$ cat src/rtl/panel_spi_pkg.sv
package panel_spi_pkg;

  localparam int BYTE_W      = 8;
  localparam int FRAME_BYTES = 3;
  localparam int FRAME_BITS  = BYTE_W * FRAME_BYTES;
  localparam int VALUE_W     = 16;
  localparam int MODE_W      = 4;
  localparam int FIDX_W      = 2;

  typedef enum logic [1:0] {
    OP_POWER_UP = 2'b00,
    OP_SHUT     = 2'b01,
    OP_RESUME   = 2'b10,
    OP_SHUT_ALT = 2'b11
  } panel_op_e;

  localparam logic [BYTE_W-1:0]  LEAD_INDEX = 8'h74;
  localparam logic [BYTE_W-1:0]  LEAD_DATA  = 8'h76;
  localparam logic [BYTE_W-1:0]  REG_POWER  = 8'h11;
  localparam logic [BYTE_W-1:0]  REG_OUTCTL = 8'h01;
  localparam logic [VALUE_W-1:0] OUT_BASE   = 16'h2AEF;
  localparam logic [VALUE_W-1:0] OUT_MASK   = 16'h2B00;
  localparam logic [VALUE_W-1:0] VAL_ON     = 16'h0000;
  localparam logic [VALUE_W-1:0] VAL_OFF    = 16'h0001;

  function automatic logic [VALUE_W-1:0] out_word(input logic [MODE_W-1:0] m);
    logic [VALUE_W-1:0] w;
    w     = OUT_BASE & ~OUT_MASK;
    w[13] = m[3];
    w[11] = m[2];
    w[9]  = m[1];
    w[8]  = m[0];
    return w;
  endfunction

  function automatic logic [FIDX_W-1:0] last_frame(input logic [1:0] op);
    return (op == OP_POWER_UP || op == OP_RESUME) ? 2'd3 : 2'd1;
  endfunction

endpackage

$ cat src/rtl/panel_wr_table.sv
module panel_wr_table
  import panel_spi_pkg::*;
(
  input  logic [1:0]            op,
  input  logic [MODE_W-1:0]     mode,
  input  logic [FIDX_W-1:0]     frame_idx,
  output logic [FRAME_BITS-1:0] frame_word
);
  logic               second_wr;
  logic               is_data;
  logic [BYTE_W-1:0]  reg_sel;
  logic [VALUE_W-1:0] val_sel;
  logic [VALUE_W-1:0] ctl;

  assign second_wr = frame_idx[1];
  assign is_data   = frame_idx[0];
  assign ctl       = out_word(mode);

  always_comb begin
    unique case (op)
      OP_POWER_UP: begin
        reg_sel = second_wr ? REG_OUTCTL : REG_POWER;
        val_sel = second_wr ? ctl : VAL_ON;
      end
      OP_RESUME: begin
        reg_sel = second_wr ? REG_POWER : REG_OUTCTL;
        val_sel = second_wr ? VAL_ON : ctl;
      end
      default: begin
        reg_sel = REG_POWER;
        val_sel = VAL_OFF;
      end
    endcase
  end

  assign frame_word = is_data ? {LEAD_DATA, val_sel}
                              : {LEAD_INDEX, {BYTE_W{1'b0}}, reg_sel};
endmodule

$ cat src/rtl/panel_spi_slot_ctr.sv
module panel_spi_slot_ctr
  import panel_spi_pkg::*;
#(
  parameter int CLK_DIV = 8,
  localparam int PH_W   = (CLK_DIV > 2) ? $clog2(CLK_DIV) : 1,
  localparam int BIT_W  = $clog2(FRAME_BITS + 1)
) (
  input  logic              clk,
  input  logic              rst,
  input  logic              start,
  input  logic [FIDX_W-1:0] last_idx,
  output logic              act_n,
  output logic [PH_W-1:0]   ph_n,
  output logic [BIT_W-1:0]  bit_n,
  output logic [FIDX_W-1:0] fr_n,
  output logic              fin_n
);
  localparam logic [PH_W-1:0]  PH_LAST  = PH_W'(CLK_DIV - 1);
  localparam logic [BIT_W-1:0] GAP_SLOT = BIT_W'(FRAME_BITS);

  logic              act_q;
  logic [PH_W-1:0]   ph_q;
  logic [BIT_W-1:0]  bit_q;
  logic [FIDX_W-1:0] fr_q;

  always_comb begin
    act_n = act_q;
    ph_n  = ph_q;
    bit_n = bit_q;
    fr_n  = fr_q;
    fin_n = 1'b0;
    if (!act_q) begin
      if (start) begin
        act_n = 1'b1;
        ph_n  = '0;
        bit_n = '0;
        fr_n  = '0;
      end
    end else if (ph_q == PH_LAST) begin
      ph_n = '0;
      if (bit_q == GAP_SLOT) begin
        bit_n = '0;
        if (fr_q == last_idx) begin
          act_n = 1'b0;
          fr_n  = '0;
          fin_n = 1'b1;
        end else begin
          fr_n = fr_q + 2'd1;
        end
      end else begin
        bit_n = bit_q + 1'b1;
      end
    end else begin
      ph_n = ph_q + 1'b1;
    end
  end

  always_ff @(posedge clk) begin
    if (rst) begin
      act_q <= 1'b0;
      ph_q  <= '0;
      bit_q <= '0;
      fr_q  <= '0;
    end else begin
      act_q <= act_n;
      ph_q  <= ph_n;
      bit_q <= bit_n;
      fr_q  <= fr_n;
    end
  end

  assert_bit_bound_R2: assert property (@(posedge clk) disable iff (rst)
    bit_q <= GAP_SLOT);
  assert_frame_bound_R4: assert property (@(posedge clk) disable iff (rst)
    act_q |-> (fr_q <= last_idx));
  assert_idle_counters_R5: assert property (@(posedge clk) disable iff (rst)
    !act_q |-> (ph_q == '0 && bit_q == '0));
endmodule

$ cat src/rtl/panel_spi_seq.sv
module panel_spi_seq
  import panel_spi_pkg::*;
#(
  parameter int CLK_DIV = 8
) (
  input  logic       clk,
  input  logic       rst,
  input  logic       cmd_valid,
  input  logic [1:0] cmd_op,
  input  logic [3:0] cmd_mode,
  output logic       busy,
  output logic       done,
  output logic       spi_sclk,
  output logic       spi_mosi,
  output logic       spi_cs_n
);
  localparam int PH_W  = (CLK_DIV > 2) ? $clog2(CLK_DIV) : 1;
  localparam int BIT_W = $clog2(FRAME_BITS + 1);
  localparam logic [PH_W-1:0]  PH_HALF  = PH_W'(CLK_DIV / 2);
  localparam logic [BIT_W-1:0] GAP_SLOT = BIT_W'(FRAME_BITS);
  localparam logic [BIT_W-1:0] TOP_BIT  = BIT_W'(FRAME_BITS - 1);

  logic              accept;
  logic [1:0]        op_q, op_n;
  logic [MODE_W-1:0] mode_q, mode_n;
  logic              act_n, fin_n;
  logic [PH_W-1:0]   ph_n;
  logic [BIT_W-1:0]  bit_n;
  logic [FIDX_W-1:0] fr_n;
  logic [FRAME_BITS-1:0] word_n;
  logic [BIT_W-1:0]  sel_bit;
  logic              frame_on;

  assign accept = cmd_valid && !busy;
  assign op_n   = accept ? cmd_op : op_q;
  assign mode_n = accept ? cmd_mode : mode_q;

  panel_spi_slot_ctr #(.CLK_DIV(CLK_DIV)) ctr_i (
    .clk      (clk),
    .rst      (rst),
    .start    (accept),
    .last_idx (last_frame(op_q)),
    .act_n    (act_n),
    .ph_n     (ph_n),
    .bit_n    (bit_n),
    .fr_n     (fr_n),
    .fin_n    (fin_n)
  );

  panel_wr_table tbl_i (
    .op         (op_n),
    .mode       (mode_n),
    .frame_idx  (fr_n),
    .frame_word (word_n)
  );

  assign frame_on = act_n && (bit_n != GAP_SLOT);
  assign sel_bit  = TOP_BIT - bit_n;

  always_ff @(posedge clk) begin
    if (rst) begin
      op_q     <= OP_POWER_UP;
      mode_q   <= '0;
      busy     <= 1'b0;
      done     <= 1'b0;
      spi_cs_n <= 1'b1;
      spi_sclk <= 1'b0;
      spi_mosi <= 1'b0;
    end else begin
      op_q     <= op_n;
      mode_q   <= mode_n;
      busy     <= act_n;
      done     <= fin_n;
      spi_cs_n <= !frame_on;
      spi_sclk <= frame_on && (ph_n >= PH_HALF);
      spi_mosi <= frame_on && word_n[sel_bit];
    end
  end

  assert_sclk_low_in_gap_R5: assert property (@(posedge clk) disable iff (rst)
    spi_cs_n |-> !spi_sclk);
  assert_cs_idle_R10: assert property (@(posedge clk) disable iff (rst)
    !busy |-> spi_cs_n);
  assert_mosi_hold_R2: assert property (@(posedge clk) disable iff (rst)
    (spi_sclk && $past(spi_sclk)) |-> $stable(spi_mosi));
  assert_accept_R10: assert property (@(posedge clk) disable iff (rst)
    (cmd_valid && !busy) |=> busy);
  assert_done_pulse_R11: assert property (@(posedge clk) disable iff (rst)
    done |=> !done);
  assert_done_not_busy_R11: assert property (@(posedge clk) disable iff (rst)
    !(done && busy));
endmodule

$ cat config.mk
export PLATFORM = sky130hd
export DESIGN_NAME = panel_spi_seq
export DESIGN_NICKNAME = d
export VERILOG_FILES = /design/src/rtl/panel_spi_pkg.sv /design/src/rtl/panel_wr_table.sv /design/src/rtl/panel_spi_slot_ctr.sv /design/src/rtl/panel_spi_seq.sv
export SDC_FILE = /design/constraint.sdc
export NUM_CORES = 1
export LEC_CHECK = 0
export CORE_MARGIN = 3
export CORE_UTILIZATION = 44
export DETAILED_ROUTE_END_ITERATION = 8
export PLACE_DENSITY_LB_ADDON = 0.2
export SLEW_MARGIN = 20
export SYNTH_ARGS = -nofsm -noshare
export SYNTH_HDL_FRONTEND = slang
export SYNTH_HIERARCHICAL = 1
export SYNTH_SLANG_ARGS = --single-unit
$ cat constraint.sdc
create_clock -name clk -period 8.45 [get_ports clk]
set_input_delay 1.69 -clock clk [delete_from_list [all_inputs] [get_ports clk]]
set_output_delay 1.69 -clock clk [all_outputs]
set_load 0.005 [all_outputs]
== Yosys cells after proc, flatten, opt, wreduce, memory -nomap -nowiden ==
Index checks and enable logic that the tools add are counted.

* Flip-flop bits (word level): 21
* Input port bits: 9

* Multiplexer cells: 30
* Order comparisons: 2
* $add $sub $neg: 4
* Bitwise gates (word level): 3
* Reduce and logical (&&, ||, !) cells: 10
* Equality and inequality tests: 6

{| class="wikitable"
|+ Operators with widths
! kind !! count
|-
| 16-bit one-hot mux with 2 select lines || 1
|-
| 5-bit two-way mux || 6
|-
| 14-bit two-way mux || 2
|-
| 18-bit two-way mux || 1
|-
| 8-bit one-hot mux with 2 select lines || 1
|-
| 2-bit two-way mux || 7
|-
| 3-bit two-way mux || 3
|-
| 1-bit two-way mux || 7
|-
| 5-bit by 6-bit < comparator with 1-bit output (second input constant) || 1
|-
| 5-bit by 1-bit adder with 5-bit output (second input constant) || 1
|-
| 1-bit binary-select mux with 5-bit select || 1
|-
| 5-bit == test (second input constant) || 1
|-
| 5-bit != test (second input constant) || 1
|-
| 5-bit subtractor (first input constant) || 1
|-
| 2-bit == test (second input constant) || 2
|-
| 1-bit logical AND || 4
|-
| 2-bit logical NOT || 2
|-
| 4-bit two-way mux || 1
|-
| 4-bit OR reduction || 1
|-
| 3-bit by 1-bit adder with 3-bit output (second input constant) || 1
|-
| 3-bit == test (second input constant) || 1
|-
| 3-bit >= comparator (second input constant) || 1
|-
| 1-bit inverter || 3
|-
| 2-bit by 1-bit adder with 2-bit output (second input constant) || 1
|-
| 3 further kinds || 4
|}

== Depth between registers and ports, before layout ==
* Word-level depth: 14
* Gate-level depth with buffers: 13
* Gate-level depth less buffers: 11

== Cells and area by module ==
The synthesis kept the hierarchy.

{| class="wikitable"
|+ Modules (own cells, without submodules)
! module !! instances !! seq. area each (um^2) !! cells an instance !! area an instance (um^2)
|-
| panel_spi_slot_ctr || 1 || 220.2 || 88 || 747.0
|-
| panel_spi_seq || 1 || 220.2 || 58 || 644.4
|-
| panel_wr_table || 1 || 0.0 || 28 || 209.0
|}

== Worst setup path after synthesis ==
OpenSTA, ideal clock, no wires.

* Path kind: input to register
* From: input port cmd_valid
* To: register spi_mosi
* Cell stages on the path: 13
* Setup time: 120 ps
* Path buffers: 2
* Arrival time: 3882 ps
* Setup slack: 4449 ps
* Data required time: 8330 ps
* Cells stage by stage: nand2b_1 clkbuf_1 inv_1 mux2i_1 a221oi_2 o22ai_1 xnor2_2 nor2_1 buf_4 mux4_1 mux2i_1 nor4bb_1 a211o_1

* Word-level cells in the longest chain between the ends: 9
* Elaborated cells on any way between the ends: 24

{| class="wikitable"
|+ RTL lines
! element !! RTL line !! source
|-
| start: declaration || panel_spi_seq.sv:8 || <nowiki>input logic cmd_valid,</nowiki>
|-
| 1-bit logical AND (*) || panel_spi_seq.sv:34 || <nowiki>assign accept = cmd_valid && !busy;</nowiki>
|-
| net accept || panel_spi_seq.sv:23 || <nowiki>logic accept;</nowiki>
|-
| 2-bit two-way mux (*) || panel_spi_slot_ctr.sv:33 || <nowiki>if (start) begin</nowiki>
|-
| 2-bit two-way mux (*) || panel_spi_slot_ctr.sv:32 || <nowiki>if (!act_q) begin</nowiki>
|-
| net fr_n[1] || panel_spi_seq.sv:29 || <nowiki>logic [FIDX_W-1:0] fr_n;</nowiki>
|-
| 14-bit two-way mux (on tied branches) || panel_wr_table.sv:27, panel_wr_table.sv:23 ||
|-
| 16-bit one-hot mux with 2 select lines (*) || panel_wr_table.sv:20 || <nowiki>unique case (op)</nowiki>
|-
| 18-bit two-way mux (*) || panel_wr_table.sv:36 || <nowiki>assign frame_word = is_data ? {LEAD_DATA, val_sel}</nowiki>
|-
| net word_n[1] || panel_spi_seq.sv:30 || <nowiki>logic [FRAME_BITS-1:0] word_n;</nowiki>
|-
| 1-bit binary-select mux with 5-bit select (*) || panel_spi_seq.sv:76 || <nowiki>spi_mosi <= frame_on && word_n[sel_bit];</nowiki>
|-
| 1-bit two-way mux (not written as such) (*) || panel_spi_seq.sv:76 ||
|-
| 1-bit logical AND (*) || panel_spi_seq.sv:76 ||
|-
| end signal: assignment || panel_spi_seq.sv:76 ||
|-
| end: declaration || panel_spi_seq.sv:14 || <nowiki>output logic spi_mosi,</nowiki>
|}

Mark *: on every way through the listed nets, which the timed path passes. The rest lies on a longest branch. The select of a mux whose other input is x is not followed.
A chain may end at the register's enable or synchronous reset.

== Worst setup path in the final report ==
Same ends and word-level chain as after synthesis.

==> flow_summary_export.csv <==
group,metric,value,unit
sta,slew_headroom,46.5,%
sta,worst_slack,4180,ps
setup_path,worstPathCellList,"clkdlybuf4s50_1, nand2b_1, inv_1, mux2i_1, a221oi_2, o22ai_1, xnor2_2, nor2_1, mux4_1, mux2i_1, nor4bb_1, a211o_1",
detailed_routing,drc_errors,0,
sta,min_period,4270,ps
worst_hold_path,min_to,"ctr_i/ph_q[0]",
placed_design,place_hpwl,2.31,mm
clock_tree,cts_hold_buf,0,
logic_synthesis,yosysWarningCount,6,
sta,setup_viol,0,
detailed_routing,wl_per_cell,13.7,um
clock_tree,postCtsSetupBuffers,0,
cells_and_area,fillers,332,
global_routing,grt_pass1_wl,5.27,mm
detailed_routing,vias,1205,
sta,fmax,0.234,GHz
sta,hold_viol,0,
sta,fin_skew,9.20,ps
setup_path,reg2reg_depth,11,
global_routing,grt.total_usage,15.3,%
detailed_routing,drt_iter0_drc,49,
clock_tree,clock_latency,320,ps
setup_path,crit_arrival,4500,ps
sta,finalCritPeriodShare,50.6,%
global_routing,grt_max_degree,22,
setup_path,reg2reg_slack,5400,ps
logic_synthesis,syn-cell-area,1600,um^2
setup_path,crit_top_cell,"mux2i_1",
clock_tree,cts.sinks,22,
clock_tree,h-tree-depth,1,
cells_and_area,final_area,1700,um^2
die,initial_core_util,46.7,%
detailed_routing,first_pass_iters,4,
die,io_pins,14,
detailed_routing,ant_nets,0,
placed_design,pre_cts_slack,3810,ps
cells_and_area,nNetsFinal,192,
setup_path,crit_path_max_fanout,7,
die,dieArea,4390,um^2
clock_tree,clk_path_buf_depth,2,
setup_path,reg2reg_from,"ctr_i/ph_q[0]",
setup_path,reg2reg_to,"spi_mosi",
setup_path,worstSetupPathType,"in -> reg",
detailed_routing,via_per_inst,5.38,
setup_path,required,8680,ps
setup_path,critPathMaxStageDelay,500,ps
setup_path,slowest_stage,"mux4_1",
clock_tree,cts_resized,0,
cells_and_area,syn_to_final_growth,6.50,%
clock_tree,cts_made_buffers,3,
power_and_ir_drop,ir_drop,0.0000886,V
die,coreArea,3420,um^2
global_routing,grt_pass1_vias,1131,
die,die_y,66.2,um
run_status,status,"finished clean",
sta,tightest_slew,801,ps
die,die_x,66.2,um
clock_tree,cts.clk_slew.worst_paths,140,ps
setup_path,end_kind,"register",
sta,fin_tns_setup,0,ps
logic_synthesis,syn_inst,173,
power_and_ir_drop,power-per-cell-area,132,nW/um^2
cells_and_area,diodes,0,
placed_design,gp_congestion,0.831,
placed_design,numPortBuffers,13,
global_routing,overflow,0,
clock_tree,root_buffer,"clkbuf_4",
worst_hold_path,hold_path_class,"reg -> reg",
power_and_ir_drop,cellLeakagePower,0.637,nW
clock_tree,tritoncts,"done",
setup_path,cp-start-kind,"primary input",
sta,rsz0062_at_grt,"no",
global_routing,antenna_found_initial,0,
sta,finalMaxSlewViolations,0,
logic_synthesis,synth_area_per_cell,9.23,um^2
die,num_rows,21,
run,max-cap-violations,0,
sta,hold_slack,486,ps
worst_hold_path,min_from,"ctr_i/ph_q[0]",
worst_hold_path,holdPathStages,2,
power_and_ir_drop,fin_total_pwr,224,uW
placed_design,place_area,1650,um^2
detailed_routing,wirelength,3.06,mm
cells_and_area,drive_above_1_share,15.2,%
[power by group]
group	internal (mW)	total [mW]	switching (mW)
registers	0.108	0.111	0.00337
clock network	0.0480	0.0832	0.0352
logic	0.0162	0.0295	0.0133
[layer usage]
| metal | track usage, % | share of wire [%] | vias up |
|---|---|---|---|
| met5 | 0 | 0 | - |
| met4 | 4.31 | 0.69 | 0 |
| met3 | 2.72 | 3.9 | 4 |
| met2 | 24.9 | 47 | 24 |
| met1 | 20.5 | 48 | 573 |
| li1 | - | - | 604 |
[metrics by stage]
stage,instances,utilization (%)
CTS,224,49.8
finish,224,49.8
floorplan,184,-
global route,224,49.8
detailed placement,220,48.2
global placement,220,48.2
[cells in the final DEF, fill, tap and decap left out, drive strengths merged, types with 2 or more instances in the layout]
cell type      instances
dfxtp                 22
conb                  14
nand2                 13
clkdlybuf4s50         13
inv                   10
nor2b                 10
mux2                   9
nand3                  6
nand2b                 5
nor3b                  5
a21oi                  5
nor2                   5
o211ai                 4
o22ai                  4
ha                     4
mux4                   4
clkbuf                 3
xor2                   3
and2                   3
o2111ai                3
and2b                  2
a211oi                 2
mux2i                  2
a211o                  2
or3                    2
a22o                   2
nor3                   2
[worst max path at each step]
stage                     slack, ps       from  depth (start not counted)       end
final                          4180  cmd_valid                         12  spi_mosi
after global routing           4000  cmd_valid                         12  spi_mosi
after CTS                      4170  cmd_valid                         12  spi_mosi
after detailed placement       3810  cmd_valid                         12  spi_mosi
after global placement         3970  cmd_valid                         12  spi_mosi
after floorplan                4450  cmd_valid                         13  spi_mosi
[flip-flops by register name, summed over array words and instances, names as in the netlist]
register / flops
busy: 1
done: 1
spi_sclk: 1
ctr_i/act_q: 1
ctr_i/bit_q: 5
spi_cs_n: 1
ctr_i/ph_q: 3
spi_mosi: 1
mode_q: 4
op_q: 2
ctr_i/fr_q: 2
[critical path, delay by kind of cell]
family	cells	cell delay [ps]
AO/OA/AOI/OAI	3	640
XOR/XNOR	1	330
buffers and inverters	2	650
multiplexers	3	780
AND/OR/NAND/NOR	3	400
[cell type report]
type / count / area (um^2) / area share (%)
multi-input cells: 129 / 982 / 57.8
flip-flops and latches: 22 / 440 / 25.9
repair buffers: 13 / 130 / 7.65
well taps: 46 / 57.6 / 3.38
inverters: 10 / 37.5 / 2.21
clock inverters: 1 / 30.0 / 1.77
clock buffers: 3 / 22.5 / 1.32
Power figures use the tool's default switching activity.
